===== src/rtl/lq_pkg.sv =====
package lq_pkg;

  typedef enum logic {
    LQ_SQUELCH = 1'b0,
    LQ_PASS    = 1'b1
  } lq_state_e;

  // True when one more pulse on top of `held` reaches the required count.
  function automatic logic count_reaches(input int unsigned held,
                                         input int unsigned need);
    return (held + 1) >= need;
  endfunction

  // Idle/window timer step: reload, hold at zero, or count down.
  function automatic int unsigned timer_step(input int unsigned cur,
                                             input logic load,
                                             input logic run,
                                             input int unsigned reload);
    if (load)
      return reload;
    if (run && cur != 0)
      return cur - 1;
    return cur;
  endfunction

  // Expiry fires on the last non-reloaded cycle of a running window.
  function automatic logic timer_last(input int unsigned cur,
                                      input logic load,
                                      input logic run);
    return run && !load && (cur == 1);
  endfunction

endpackage


===== src/rtl/lq_pulse_count.sv =====
module lq_pulse_count
  import lq_pkg::*;
#(
  parameter int unsigned NEED_PULSES = 2,
  localparam int unsigned CW = $clog2(NEED_PULSES + 1)
) (
  input  logic          clk,
  input  logic          rst_n,
  input  logic          clr,
  input  logic          inc,
  output logic [CW-1:0] count_o,
  output logic          pending_o,
  output logic          qualify_o
);

  logic [CW-1:0] count_q;

  always_ff @(posedge clk) begin
    if (!rst_n)
      count_q <= '0;
    else if (clr)
      count_q <= '0;
    else if (inc)
      count_q <= count_q + CW'(1);
  end

  assign count_o   = count_q;
  assign pending_o = (count_q != '0);
  assign qualify_o = inc && count_reaches(int'(count_q), NEED_PULSES);

endmodule


===== src/rtl/lq_idle_timer.sv =====
module lq_idle_timer
  import lq_pkg::*;
#(
  parameter int unsigned TIMEOUT = 150,
  localparam int unsigned TW = $clog2(TIMEOUT + 1)
) (
  input  logic          clk,
  input  logic          rst_n,
  input  logic          clr,
  input  logic          load,
  input  logic          run,
  output logic [TW-1:0] value_o,
  output logic          expire_o
);

  logic [TW-1:0] value_q;
  logic [TW-1:0] value_d;

  always_comb begin
    value_d = TW'(timer_step(int'(value_q), load, run, TIMEOUT));
  end

  always_ff @(posedge clk) begin
    if (!rst_n)
      value_q <= '0;
    else if (clr)
      value_q <= '0;
    else
      value_q <= value_d;
  end

  assign value_o  = value_q;
  assign expire_o = timer_last(int'(value_q), load, run);

endmodule


===== src/rtl/line_qualifier.sv =====
module line_qualifier
  import lq_pkg::*;
#(
  parameter int unsigned NEED_PULSES = 2,
  parameter int unsigned TIMEOUT     = 150,
  localparam int unsigned CW = $clog2(NEED_PULSES + 1),
  localparam int unsigned TW = $clog2(TIMEOUT + 1)
) (
  input  logic clk,
  input  logic rst_n,
  input  logic speed_100,
  input  logic pulse_valid,
  input  logic manch_present,
  output logic qual_o,
  output logic thresh_low_o,
  output logic adapt_run_o,
  output logic ref_rx_o
);

  lq_state_e state_q, state_d;
  logic      speed_q;

  // Named internal events, also observed by the bound checker.
  logic in_pass;
  logic speed_chg;
  logic qual_hit;
  logic win_expire;
  logic idle_drop;
  logic manch_drop;
  logic drop;
  logic tmr_expire;

  logic          cnt_clr, cnt_inc, cnt_pending;
  logic [CW-1:0] cnt_value;
  logic          tmr_clr, tmr_load, tmr_run;
  logic [TW-1:0] tmr_value;

  assign in_pass   = (state_q == LQ_PASS);
  assign speed_chg = speed_100 ^ speed_q;

  // Pulse accumulation happens only while squelched.
  assign cnt_inc = !in_pass && pulse_valid && !speed_chg;
  assign cnt_clr = speed_chg || in_pass || qual_hit || win_expire;

  // One timer serves both the qualification window and the idle timeout.
  assign tmr_load = pulse_valid && !speed_chg && (!in_pass || speed_100);
  assign tmr_run  = in_pass ? speed_100 : cnt_pending;

  assign win_expire = !in_pass && !speed_chg && tmr_expire;
  assign idle_drop  = in_pass && !speed_chg && speed_100 && tmr_expire;
  assign manch_drop = in_pass && !speed_chg && !speed_100 && !manch_present;
  assign drop       = idle_drop || manch_drop;

  assign tmr_clr = speed_chg || drop || win_expire;

  lq_pulse_count #(
    .NEED_PULSES(NEED_PULSES)
  ) u_count (
    .clk       (clk),
    .rst_n     (rst_n),
    .clr       (cnt_clr),
    .inc       (cnt_inc),
    .count_o   (cnt_value),
    .pending_o (cnt_pending),
    .qualify_o (qual_hit)
  );

  lq_idle_timer #(
    .TIMEOUT(TIMEOUT)
  ) u_timer (
    .clk      (clk),
    .rst_n    (rst_n),
    .clr      (tmr_clr),
    .load     (tmr_load),
    .run      (tmr_run),
    .value_o  (tmr_value),
    .expire_o (tmr_expire)
  );

  always_comb begin
    state_d = state_q;
    if (speed_chg)
      state_d = LQ_SQUELCH;
    else if (!in_pass && qual_hit)
      state_d = LQ_PASS;
    else if (drop)
      state_d = LQ_SQUELCH;
  end

  always_ff @(posedge clk) begin
    if (!rst_n) begin
      state_q <= LQ_SQUELCH;
      speed_q <= 1'b1;
    end else begin
      state_q <= state_d;
      speed_q <= speed_100;
    end
  end

  assign qual_o       = in_pass;
  assign thresh_low_o = in_pass;
  assign adapt_run_o  = in_pass;
  assign ref_rx_o     = in_pass;

  logic unused_ok;
  assign unused_ok = ^{cnt_value, tmr_value};

endmodule


===== config.mk =====
export PLATFORM = sky130hd
export DESIGN_NAME = line_qualifier
export DESIGN_NICKNAME = d
export VERILOG_FILES = /design/src/rtl/lq_pkg.sv /design/src/rtl/lq_pulse_count.sv /design/src/rtl/lq_idle_timer.sv /design/src/rtl/line_qualifier.sv
export SDC_FILE = /design/constraint.sdc
export NUM_CORES = 1
export LEC_CHECK = 0
export BUFFER_PORTS_ARGS = -buffer_cell sky130_fd_sc_hd__buf_2
export CORE_ASPECT_RATIO = 1.25
export CORE_UTILIZATION = 34
export CTS_BUF_LIST = sky130_fd_sc_hd__clkbuf_2
export DETAILED_ROUTE_END_ITERATION = 16
export SYNTH_ARGS = -nofsm -noshare
export SYNTH_HDL_FRONTEND = slang
export SYNTH_SLANG_ARGS = --single-unit
export TNS_END_PERCENT = 1

===== constraint.sdc =====
create_clock -name clk -period 2.1 [get_ports clk]
set_input_delay 0.315 -clock clk [delete_from_list [all_inputs] [get_ports clk]]
set_output_delay 0.315 -clock clk [all_outputs]
set_load 0.005 [all_outputs]

---- Yosys cells after proc, flatten, opt, wreduce, memory -nomap -nowiden ----
Index checks and enable logic that the tools add are counted.
storage, ports and cells
  bits in registers ....................... 12
  input bits .............................. 5
  output and inout port bits .............. 4
  logic and storage cells ................. 56
cells by class
  add/subtract/negate cells ............... 3
  order comparisons ....................... 1
  eq/ne operators ......................... 1
  multiplexer cells ....................... 10
  bitwise logic cells ..................... 2
  reductions and logical operators ........ 35
operators by type and width
  operator                                                             count
  greater-or-equal comparator 32 x 2 -> 1 bit (second input constant)  1
  2-to-1 mux 8 bit                                                     4
  logical AND 1 bit                                                    16
  equality test 8 x 1 -> 1 bit (second input constant)                 1
  nonzero test 8 bit                                                   1
  subtractor 8 x 1 -> 8 bit (second input constant)                    1
  logical OR 1 bit                                                     7
  2-to-1 mux 1 bit                                                     6
  nonzero test 2 bit                                                   3
  OR reduction 2 bit                                                   3
  zero test 1 bit                                                      5
  adder 2 x 1 -> 3 bit (second input constant)                         1
  adder 2 x 1 -> 2 bit (second input constant)                         1
  NOT 1 bit                                                            1
  bitwise XOR 1 bit                                                    1

---- Longest topological paths before layout ----
Gate-level depths: netlist of the first run.
  word-level depth ........................ 12
  depth in mapped cells ................... 6
  mapped depth without buffers ............ 6

---- By module ----
Synthesis of the first run repeated with hierarchy kept, for this count alone.
unflattened totals
  cells, all modules ...................... 90
  area, all modules ....................... 788.3 µm²
modules (own cells, without submodules)
  module          times used  cells an instance  area each (µm²)  seq. area each (µm²)
  lq_idle_timer   1           56                 503.0            160.2
  line_qualifier  1           21                 170.2            40.0
  lq_pulse_count  1           13                 115.1            40.0

---- Least setup slack after synthesis of the first run ----
No wires, ideal clock.
  path type ............................... register -> register
  start ................................... reg state_q, in the netlist adapt_run_o
  end ..................................... reg u_timer.value_q[1], in the netlist u_timer.value_o[1]
  library setup time ...................... 0.152 ns
  arrival ................................. 1.531 ns
  data required time ...................... 1.948 ns
  slack ................................... 0.417 ns
  cell stages (with the launch flop) ...... 6
  path buffers ............................ 1
  period minus slack after synthesis ...... 1.683 ns
  cell sequence ........................... dfxtp_1 buf_2 nand2b_1 nand4b_1 o311ai_0 a311oi_1
on the way
  longest elaborated chain between the ends .. 11
  elaborated cells on any way between the ends .. 27
ends and longest elaborated chain
  item                            line                                        source
  from (decl)                     line_qualifier.sv:20                        lq_state_e state_q, state_d;
  from (signal assigned)          line_qualifier.sv:95                        state_q <= state_d;
  zero test 1 bit                 line_qualifier.sv:46, line_qualifier.sv:49
  logical OR 1 bit                line_qualifier.sv:46                        assign tmr_load = pulse_valid && !speed_chg && (!in_pass || speed_100);
  logical AND 1 bit               line_qualifier.sv:46
  zero test 1 bit                 lq_pkg.sv:30                                return run && !load && (cur == 1);
  logical AND 1 bit (2 in a row)  lq_pkg.sv:30
  logical AND 1 bit               line_qualifier.sv:50                        assign idle_drop = in_pass && !speed_chg && speed_100 && tmr_expire;
  logical OR 1 bit                line_qualifier.sv:52                        assign drop = idle_drop || manch_drop;
  logical OR 1 bit (2 in a row)   line_qualifier.sv:54                        assign tmr_clr = speed_chg || drop || win_expire;
  OR reduction 2 bit (no line)    --
  to (signal assigned)            lq_idle_timer.sv:29                         value_q <= value_d;
  to (decl)                       lq_idle_timer.sv:16                         logic [TW-1:0] value_q;
Parallel ways exist; a longest one is shown, timed or not. The select of a mux whose other input is x is not followed.
A chain may end at the register's enable or synchronous reset.

---- Worst setup path in the final report of the first run ----
  start ................................... reg state_q, in the netlist adapt_run_o
  end ..................................... reg u_timer.value_q[7], in the netlist u_timer.value_o[7]
The elaborated chain is that of the path after synthesis.

==> summary.txt, run 1 <==
Critical path
  • CP Launch Type: register
  • Slowest-stage cell, CP: dfxtp_1
  • Crit Reg-Reg Startpoint: adapt_run_o$_SDFFE_PP0P_
  • Worst-path fanout max: 15
  • WP data arrival: 1.93 ns
  • Cell Chain, Critical Path: nand2b_1, nand3_1, or4_1, a31oi_1
  • Setup crit end kind: register
  • Max stage delay on crit path: 0.58 ns
  • Data required time of the worst path: 2.31 ns
  • CP startpoint: adapt_run_o$_SDFFE_PP0P_
  • Critical path class: reg -> reg

STA
  • Final setup margin: 0.3750 ns
  • Slew Viols, Final: 0
  • Max Clock Skew: 0.007912 ns
  • Final worst path period share: 82.14%
  • Slew headroom: a little over two thirds
  • Final setup vio count: 0
  • RSZ-0062 raised after global routing: no
  • Setup TNS: 0 ns
  • Worst-Margin Slew: approximately 0.44 ns
  • F_max: 0.5797 GHz
  • Final hold vios: 0
  • Tmin final: 1.725 ns

Detailed routing
  • TritonRoute pass-1 iters: 4
  • Drt wl/cell: 11.86 µm
  • DRC Markers: 0
  • Vias per cell: 5.316
  • Initial DRC Count: 17
  • Vias: 707
  • ANT nets after route: 0
  • Final WL: about 1600 µm

Final layout
  • ANT cells: 0
  • Nets: 112
  • Design Area, Final: 869.6 µm²
  • Layout cells sized above 1: 19.61%
  • P&R area growth vs syn: 10.14%

Die
  • Core Footprint: between 2000 and 2500 µm²
  • Num ports: 9
  • Die Ht: 55.88 µm
  • Die Width: 45.10 µm
  • Site Rows: 19
  • Die footprint: 2520 µm²
  • Initial cell density of the core: 36.10%

GRT
  • Largest net degree at the start of global routing: 16
  • Congestion Overflow GR: 0
  • Initial antenna violation count: 0
  • Total track usage: roughly 14%
  • First-pass GRT wire length: 2601 µm
  • Vias in the first global route: 620

Job
  • Max cap viols: 0

Clock network
  • Sink Count: 12
  • TritonCTS clock tree: done
  • Num CTS Buffers: 3
  • CTS clk-pin slew, worst paths: ~0.13 ns
  • Clk buf depth: 2
  • Hold buffers post-CTS: 0
  • Clk_lat worst skew: 0.27 ns
  • Clk root buf: clkbuf_2
  • # Post-CTS Setup Buffers: 0
  • Post-CTS Resized: 0
  • H-tree levels: 1

Yosys
  • Syn Std Cell Area: 789.5 µm²
  • EDFF count, synth: 0
  • Yosys cell types: 41
  • Share of synthesized registers carrying an async set or reset: 0%
  • Seq/Total Area, Yosys: roughly 30%
  • Syn_nets: 102
  • Syn Inst Count: 93
  • Synth warnings: 0
  • Syn_area_per_cell: ~8.5 µm²
  • Synthesis-stage register bit count: 12
  • Synth Flop Type: dfxtp_1

Power
  • Pwr Density: a little over 500 nW/µm²
  • Tot Pwr: 0.0004421 W
  • Worst IR Drop VDD: approximately 0.00024 V
  • Static Leak: 0.3399 nW

Run status
  • Status: completed

Placed design
  • GP Congestion: 0.7892
  • Placement Cell Area: 850.8 µm²
  • Hpwl dp: 1186 µm
  • Pre-CTS WS: 0.4222 ns
  • PortBufs: 8

Hold path
  • Min-Delay Path Class: in -> reg
  • Min-delay src: rst_n
-- critical path: cells and delay by family, from the launching register on --
kind | cells | cell delay, ns
AND/OR/NAND/NOR | 3 | 0.93
flip-flops | 1 | 0.58
AO/OA/AOI/OAI | 1 | 0.17
-- cell families (layout without fill, tap and decap cells) --
| family | Yosys count | count (layout) | synth area share [%] |
|---|---|---|---|
| AND/OR/NAND/NOR | 40 | 40 | 31.70 |
| AO/OA/AOI/OAI | 24 | 24 | 21.40 |
| flip-flops | 12 | 12 | 30.43 |
| buffers and inverters | 10 | 19 | 6.496 |
| adder cells (fa/ha/maj) | 4 | 4 | 6.339 |
| multiplexers | 2 | 2 | 2.536 |
| XOR/XNOR | 1 | 1 | 1.110 |
-- cells in the final DEF (no fill, tap or decap), types with 4 or more instances in the layout --
cell | Yosys | final
inv_1 | 5 | 5
buf_2 | 1 | 8
ha_1 | 4 | 4
dfxtp_1 | 12 | 12
nor2_1 | 4 | 4
a21oi_1 | 4 | 4
nand2_1 | 9 | 9
o21ai_0 | 5 | 5
-- flip-flops by register name (all words and copies together), names as in the netlist --
| signal | flops |
|---|---|
| u_timer.value_o | 8 |
| u_count.count_o | 2 |
| adapt_run_o | 1 |
| speed_q | 1 |
-- area by class of cell --
type                    instances  area (µm²)
repair buffers                 10       55.05
clock buffers                   3       15.01
multi-input cells              71       498.0
well taps                      31       38.79
fillers                       248        1318
flip-flops and latches         12       240.2
inverters                       5       18.77
clock inverters                 1       3.754
-- per-layer routing --
| layer | GRT usage, % | vias to the layer above | share of wire [%] | wire length, µm |
|---|---|---|---|---|
| met5 | 0 | - | 0 | 0 |
| met4 | 7.792 | 0 | 0.89 | 14 |
| met3 | 1.948 | 2 | 3.0 | 47 |
| met2 | 20.91 | 10 | 47 | 743 |
| met1 | 18.67 | 329 | 49 | 772 |
| li1 | - | 366 | - | - |
-- cell usage after synthesis, types with 2 or more instances --
master / instances / area share, %
or4_1: 2 / 1.9
nand3_1: 2 / 1.3
nand2_1: 9 / 4.3
nor2b_1: 3 / 2.4
buf_4: 3 / 2.9
inv_1: 5 / 2.4
nand3b_1: 2 / 1.9
nand2b_1: 3 / 2.4
ha_1: 4 / 6.3
dfxtp_1: 12 / 30
a31oi_1: 3 / 2.4
nor3_1: 2 / 1.3
or2_2: 2 / 1.6
nor2_1: 4 / 1.9
a21oi_1: 4 / 2.5
mux2i_1: 2 / 2.5
nand4_1: 2 / 1.6
o21ai_0: 5 / 3.2
o211ai_1: 2 / 1.9
-- power breakdown --
| part | switching (W) | internal [W] | leakage, nW |
|---|---|---|---|
| clock network | 0.0000787 | 0.0000414 | 0.0140 |
| registers | 0.00000756 | 0.000234 | 0.0974 |
| logic | 0.0000438 | 0.0000369 | 0.229 |
-- path summary, 6_finish.rpt --
path / endpoint / slack (ns) / cells past startpoint
worst max-delay path: u_timer.value_o[7]$_SDFFE_PP0P_ / 0.37 / 4
worst min-delay path: speed_q$_SDFF_PN1_ / 0.28 / 2
worst max register to register: u_timer.value_o[7]$_SDFFE_PP0P_ / 0.37 / 4
worst min register to register: u_count.count_o[0]$_SDFFE_PP0P_ / 0.49 / 2
-- stage by stage --
stage / util [%] / hold WS (ns) / cells
2_1_floorplan: - / 0.3882 / 93
3_3_place_gp: 38.90 / 0.4774 / 129
3_5_place_dp: 38.90 / 0.4803 / 129
4_1_cts: 39.76 / 0.2680 / 133
5_1_grt: 39.76 / 0.2765 / 133
6_report: 39.76 / 0.2814 / 133
Power figures use the tool's default switching activity.
==> run 2: changes to the inputs <==
--- a/config.mk
+++ b/config.mk
@@ -5,6 +5,7 @@
 export SDC_FILE = /design/constraint.sdc
 export NUM_CORES = 1
 export LEC_CHECK = 0
+export ABC_AREA = 1
 export BUFFER_PORTS_ARGS = -buffer_cell sky130_fd_sc_hd__buf_2
 export CORE_ASPECT_RATIO = 1.25
 export CORE_UTILIZATION = 34
==> constraint.sdc (replaced) <==
create_clock -name clk -period 1.5 [get_ports clk]
set_input_delay 0.225 -clock clk [delete_from_list [all_inputs] [get_ports clk]]
set_output_delay 0.225 -clock clk [all_outputs]
set_load 0.005 [all_outputs]
==> run 2 against run 1 <==
Compared with the run above: final cell count is 29% higher; maximum frequency is 25% higher; worst hold slack worse by 0.15 ns; sequential share of layout area is 4.1 points lower; flip-flop and latch count stayed put; critical path type unchanged; critical endpoint is now u_timer.value_o[1]$_SDFFE_PP0P_; highest routed layer unchanged.
==> summary.txt, run 2 <==
GRT
  • Largest net degree at the start of global routing: 11 (-5)
  • Initial antenna violation count: 0 (unchanged)
  • Congestion Overflow GR: 0 (unchanged)
  • Vias in the first global route: 723 (+17%)
  • Total track usage: 13.48% (-0.50 points)
  • First-pass GRT wire length: 2967 µm (+14%)

Die
  • Die Ht: 60.93 µm (+9.0%)
  • Site Rows: 21 (+2)
  • Initial cell density of the core: 35.60% (-0.50 points)
  • Core Footprint: 2654 µm² (+21%)
  • Die footprint: 2994 µm² (+19%)
  • Num ports: 9 (unchanged)
  • Die Width: 49.15 µm (+9.0%)

STA
  • Tmin final: 1.380 ns (-0.3445 ns)
  • Final hold vios: 0 (unchanged)
  • Slew headroom: 79.98% (+9.2 points)
  • Setup TNS: 0 ns (unchanged)
  • Final worst path period share: 92.03% (+9.9 points)
  • Final setup vio count: 0 (unchanged)
  • Worst-Margin Slew: 0.2998 ns (-0.1364 ns)
  • RSZ-0062 raised after global routing: no
  • Final setup margin: 0.1195 ns (-0.2555 ns)
  • Max Clock Skew: 0.003545 ns (-0.004367 ns)
  • Slew Viols, Final: 0 (unchanged)
  • F_max: 0.7244 GHz (+25%)

Yosys
  • Syn Std Cell Area: 944.7 µm² (+20%)
  • Syn Inst Count: 128 (+38%)
  • Yosys cell types: 28 (-32%)
  • Post-synth top area share: 25.43% (-5.0 points)
  • Dominant cells by area after synthesis: dfxtp_1 (25%), nand2_1 (9.1%), nor2_1 (6.8%), nor2_2 (6.6%), nand2_4 (6.0%)
  • Syn_area_per_cell: 7.380 µm² (-13%)
  • Syn_nets: 137 (+34%)
  • Synth Flop Type: dfxtp_1
  • Synthesis-stage register bit count: 12 (unchanged)
  • Share of synthesized registers carrying an async set or reset: 0% (unchanged)
  • Top cell type by total area after synthesis: dfxtp_1
  • EDFF count, synth: 0 (unchanged)
  • Count leader, synth: nand2_1
  • Synth cell count leaders: nand2_1 (23), nor2_1 (17), inv_1 (14), dfxtp_1 (12), nor2_2 (10)
  • Seq/Total Area, Yosys: 25.43% (-5.0 points)
  • Synth warnings: 0 (unchanged)

Critical path
  • Worst-path fanout max: 8 (-7)
  • Critical path class: reg -> reg
  • Slowest-stage cell, CP: dfxtp_2
  • Cell Chain, Critical Path: inv_1, ha_2, nand2_2, nand2_4, nor2_4, nand3b_4, nand2_1, nand2_2, nand2_8, nor2_2
  • Data required time of the worst path: 1.68 ns (-0.63 ns)
  • CP delay by family, top: simple AND/OR/NAND/NOR gates
  • Worst path buffer plus inverter count: 1 (+1)
  • Setup crit end kind: register
  • Max stage delay on crit path: 0.35 ns (-0.23 ns)
  • WP data arrival: 1.56 ns (-0.37 ns)
  • Crit path top cell by count: nand2_2
  • CP Launch Type: register

Final layout
  • Area of the multi-input gates: 616.8 µm² (+24%)
  • Max reg flops: 8 (unchanged)
  • ANT cells: 0 (unchanged)
  • Layout cells sized above 1: 34.31% (+15 points)
  • Most frequent cells in the layout: nand2_1 (23), nor2_1 (17), inv_1 (14), dfxtp_1 (10), nor2_2 (9)
  • Fill cell count: 285 (+15%)
  • P&R area growth vs syn: 9.272%
  • Nets: 147 (+31%)
  • Register cell area after layout: 242.7 µm² (+1.0%)
  • Commonest non-fill, non-tap cell in the layout: nand2_1

Placed design
  • Hpwl dp: 1375 µm (+16%)
  • GP Congestion: 0.8077 (+2.3%)
  • Pre-CTS WS: 0.06833 ns (-0.3539 ns)
  • PortBufs: 8 (unchanged)

Clock network
  • CTS clk-pin slew, worst paths: 0.12 ns (about the same)
  • Clk root buf: clkbuf_2
  • # Post-CTS Setup Buffers: 0 (unchanged)
  • Sink Count: 12 (unchanged)
  • Clk_lat worst skew: 0.27 ns (about the same)
  • H-tree levels: 1 (unchanged)
  • Num CTS Buffers: 3 (unchanged)
  • Clk buf depth: 2 (unchanged)
  • TritonCTS clock tree: done
  • Hold buffers post-CTS: 0 (unchanged)
  • Post-CTS Resized: 0 (unchanged)

Detailed routing
  • Vias: 776 (+9.8%)
  • ANT nets after route: 0 (unchanged)
  • DRC Markers: 0 (unchanged)
  • TritonRoute pass-1 iters: 4 (unchanged)
  • Final WL: 1734 µm (+9.9%)
  • Initial DRC Count: 20 (+3)
  • Vias per cell: 4.538 (-15%)
  • Drt wl/cell: 10.14 µm (-15%)

Power
  • Tot Pwr: 0.0006479 W (+47%)
  • Static Leak: 0.4380 nW (+29%)
  • Worst IR Drop VDD: 0.0003684 V (+56%)
  • Pwr Density: 627.7 nW/µm² (+23%)

Hold path
  • Min-Delay Path Class: in -> reg

Job
  • Max cap viols: 0 (unchanged)

Run status
  • Status: completed
run 2: cell types whose count changed in the layout (fill, tap and decap cells not counted), sizes merged, moves of 3 or more:
cell	previous run	this run
inv	5	16
nor2	4	31
a31oi	3	0
nor2b	3	0
nand2b	3	0
nand2	9	33
nand3	2	9
or4	3	0
run 2: layout make-up:
type	count	area share, %
Clock inverter	1	0.3636
Multi-Input combinational cell	95	59.76
Tap cell	34	4.121
Timing Repair Buffer	9	4.606
Inverter	17	6.182
Clock buffer	3	1.455
Sequential cell	12	23.52
run 2: path summary, 6_finish.rpt:
path	start	to	slack, ns	cells past startpoint
worst max register to register	u_count.count_o[0]$_SDFFE_PP0P_	u_timer.value_o[1]$_SDFFE_PP0P_	0.12	10
worst max-delay path	u_count.count_o[0]$_SDFFE_PP0P_	u_timer.value_o[1]$_SDFFE_PP0P_	0.12	10
worst min-delay path	rst_n	speed_q$_SDFF_PN1_	0.13	2
worst min register to register	u_count.count_o[0]$_SDFFE_PP0P_	u_count.count_o[0]$_SDFFE_PP0P_	0.53	2
run 2: stage by stage:
step | instances | utilization (%) | area [µm²] | hold WS, ns
2_1_floorplan | 128 | - | 944.7 | 0.2939
3_3_place_gp | 167 | 37.72 | 1001 | 0.4137
3_5_place_dp | 167 | 37.72 | 1001 | 0.4313
4_1_cts | 171 | 38.43 | 1020 | 0.1277
5_1_grt | 171 | 38.90 | 1032 | 0.1304
6_report | 171 | 38.90 | 1032 | 0.1301
run 2: report_power, final:
group          leakage (nW)  switching [W]  internal, W
Clock                0.0140       0.000110    0.0000579
Sequential           0.0983     0.00000741     0.000327
Combinational         0.326      0.0000926    0.0000535
Total                 0.438       0.000210     0.000438
run 2: metal layers:
| metal | vias up | global-route usage [%] | share of wire (%) |
|---|---|---|---|
| met4 | 0 | 8.824 | 2.0 |
| li1 | 411 | - | - |
| met2 | 12 | 26.03 | 53 |
| met3 | 4 | 1.504 | 2.1 |
| met5 | - | 0 | 0 |
| met1 | 349 | 13.90 | 43 |
run 2: cells by family after synthesis:
group / Yosys count / synth area share, %
buffers and inverters: 21 / 10.33
adder cells (fa/ha/maj): 4 / 5.298
AO/OA/AOI/OAI: 11 / 9.139
XOR/XNOR: 2 / 1.855
AND/OR/NAND/NOR: 78 / 47.95
flip-flops: 12 / 25.43
==> run 3: changes to the inputs <==
==> constraint.sdc (replaced) <==
create_clock -name clk -period 1.7 [get_ports clk]
set_input_delay 0.255 -clock clk [delete_from_list [all_inputs] [get_ports clk]]
set_output_delay 0.255 -clock clk [all_outputs]
set_load 0.005 [all_outputs]
==> run 3 against run 2 <==
Compared with the run above: maximum frequency is 5.8% lower; total power decreased by 12%; routed wire length is 2.7% lower; flip-flop and latch count is the same; final cell count unchanged; global-route usage rose by 0.25 points; sequential share of layout area about the same; sequential power down 12%; die area unchanged; critical endpoint is now u_timer.value_o[2]$_SDFFE_PP0P_.
==> summary.txt, run 3 (synthesized netlist as in run 2, its figures left out) <==
Run status
  • Status: completed

Clock network
  • Sink Count: 12 (unchanged)
  • Post-CTS Resized: 0 (unchanged)
  • Num CTS Buffers: 3 (unchanged)
  • Clk root buf: clkbuf_2
  • H-tree levels: 1 (unchanged)
  • Clk_lat worst skew: 0.28 ns (about the same)
  • Clk buf depth: 2 (unchanged)
  • TritonCTS clock tree: done
  • Hold buffers post-CTS: 0 (unchanged)
  • CTS clk-pin slew, worst paths: 0.13 ns (about the same)
  • # Post-CTS Setup Buffers: 0 (unchanged)

STA
  • Tmin final: 1.465 ns (+0.08470 ns)
  • Final setup vio count: 0 (unchanged)
  • F_max: 0.6825 GHz (-5.8%)
  • RSZ-0062 raised after global routing: no
  • Setup TNS: 0 ns (unchanged)
  • Final hold vios: 0 (unchanged)
  • Slew headroom: 78.60% (-1.4 points)
  • Max Clock Skew: 0.01018 ns (+0.006637 ns)
  • Worst-Margin Slew: 0.3205 ns (+0.02067 ns)
  • Slew Viols, Final: 0 (unchanged)
  • Final worst path period share: 86.19% (-5.8 points)

Power
  • Worst IR Drop VDD: 0.0002959 V (-20%)
  • Pwr Density: 561.5 nW/µm² (-11%)
  • Static Leak: 0.4396 nW (+0.34%)

Final layout
  • P&R area growth vs syn: 7.947%
  • Fill cell count: 281 (-1.4%)
  • Commonest non-fill, non-tap cell in the layout: nand2_1
  • Nets: 147 (unchanged)
  • Design Area, Final: 1020 µm² (-1.2%)
  • Max reg flops: 8 (unchanged)
  • Layout cells sized above 1: 31.39% (-2.9 points)
  • Most frequent cells in the layout: nand2_1 (23), nor2_1 (17), inv_1 (14), dfxtp_1 (12), nor2_2 (10)
  • ANT cells: 0 (unchanged)

GRT
  • Total track usage: 13.72% (+0.25 points)
  • Initial antenna violation count: 0 (unchanged)
  • Congestion Overflow GR: 0 (unchanged)
  • Vias in the first global route: 782 (+8.2%)
  • Largest net degree at the start of global routing: 11 (unchanged)
  • First-pass GRT wire length: 3022 µm (+1.9%)

Detailed routing
  • Vias per cell: 4.503 (-0.77%)
  • TritonRoute pass-1 iters: 4 (unchanged)
  • DRC Markers: 0 (unchanged)
  • Final WL: 1687 µm (-2.7%)
  • Vias: 770 (-0.77%)
  • Drt wl/cell: 9.865 µm (-2.7%)
  • Initial DRC Count: 14 (-30%)
  • ANT nets after route: 0 (unchanged)

Placed design
  • GP Congestion: 0.7848 (-2.8%)
  • PortBufs: 8 (unchanged)
  • Placement Cell Area: 1001 µm² (unchanged)
  • Hpwl dp: 1364 µm (-0.76%)

Critical path
  • Worst-path fanout max: 8 (unchanged)
  • Critical path class: reg -> reg
  • Data required time of the worst path: 1.88 ns (+0.20 ns)
  • WP data arrival: 1.65 ns (+0.09 ns)
  • Setup crit end kind: register
  • CP Launch Type: register

Die
  • Die Width: 49.15 µm (unchanged)
  • Die Ht: 60.93 µm (unchanged)
  • Core Footprint: 2654 µm² (unchanged)
  • Num ports: 9 (unchanged)
  • Site Rows: 21 (unchanged)
  • Initial cell density of the core: 35.60% (unchanged)
  • Die footprint: 2994 µm² (unchanged)

Job
  • Max cap viols: 0 (unchanged)

Hold path
  • Min-Delay Path Class: in -> reg
-- run 3: cell counts in the layout (fill, tap and decap cells not counted) --
No cell type changed its count.
-- run 3: area by class of cell --
type / instances / area [µm²] / area share [%]
multi-input combinational: 95 / 606.8 / 59.51
sequential: 12 / 240.2 / 23.56
tap: 34 / 42.54 / 4.172
clock buffer: 3 / 15.01 / 1.472
inverter: 17 / 63.81 / 6.258
timing repair buffer: 9 / 47.55 / 4.663
clock inverter: 1 / 3.754 / 0.3681
-- run 3: power breakdown --
| group | leakage [nW] | switching (W) | internal, W | total [W] |
|---|---|---|---|---|
| sequential | 0.0974 | 0.00000626 | 0.000288 | 0.000294 |
| clock | 0.0140 | 0.000101 | 0.0000511 | 0.000152 |
| combinational | 0.328 | 0.0000802 | 0.0000455 | 0.000126 |
| total | 0.440 | 0.000188 | 0.000385 | 0.000573 |
-- run 3: per-stage QoR --
step                      setup slack (ns)  std cells  utilization [%]  hold WS, ns  total power (W)
after floorplan                     0.3561        128                -       0.3239        0.0004039
after global placement              0.2646        167            37.72       0.4380        0.0004261
after detailed placement            0.2358        167            37.72       0.4433        0.0004278
after CTS                           0.1999        171            38.43       0.1357        0.0005828
after global routing               0.09455        171            38.43       0.1400        0.0006029
final                               0.2348        171            38.43       0.1456        0.0005726
-- run 3: critical path, stage by stage (launching register included) --
cell      delay (ns)
dfxtp_1         0.36
inv_1           0.06
ha_1            0.23
nand2_2         0.10
nand2_4         0.07
nor2_4          0.10
nand3b_4        0.09
nand2_1         0.08
nand2_2         0.09
nand2_8         0.13
nor2_2          0.04
-- run 3: worst paths after layout --
path | start | endpoint | slack, ns | cells past startpoint
setup reg to reg | u_count.count_o[0]$_SDFFE_PP0P_ | u_timer.value_o[2]$_SDFFE_PP0P_ | 0.23 | 10
hold / removal | rst_n | speed_q$_SDFF_PN1_ | 0.15 | 2
hold reg to reg | u_count.count_o[0]$_SDFFE_PP0P_ | u_count.count_o[0]$_SDFFE_PP0P_ | 0.55 | 2
setup / recovery | u_count.count_o[0]$_SDFFE_PP0P_ | u_timer.value_o[2]$_SDFFE_PP0P_ | 0.23 | 10
-- run 3: per-layer routing --
metal	GRT usage, %	vias to the layer above	wire, µm
met5	0	-	0
met4	11.34	0	43
met3	2.757	5	56
met2	25.24	15	874
met1	13.53	335	714
li1	-	415	-
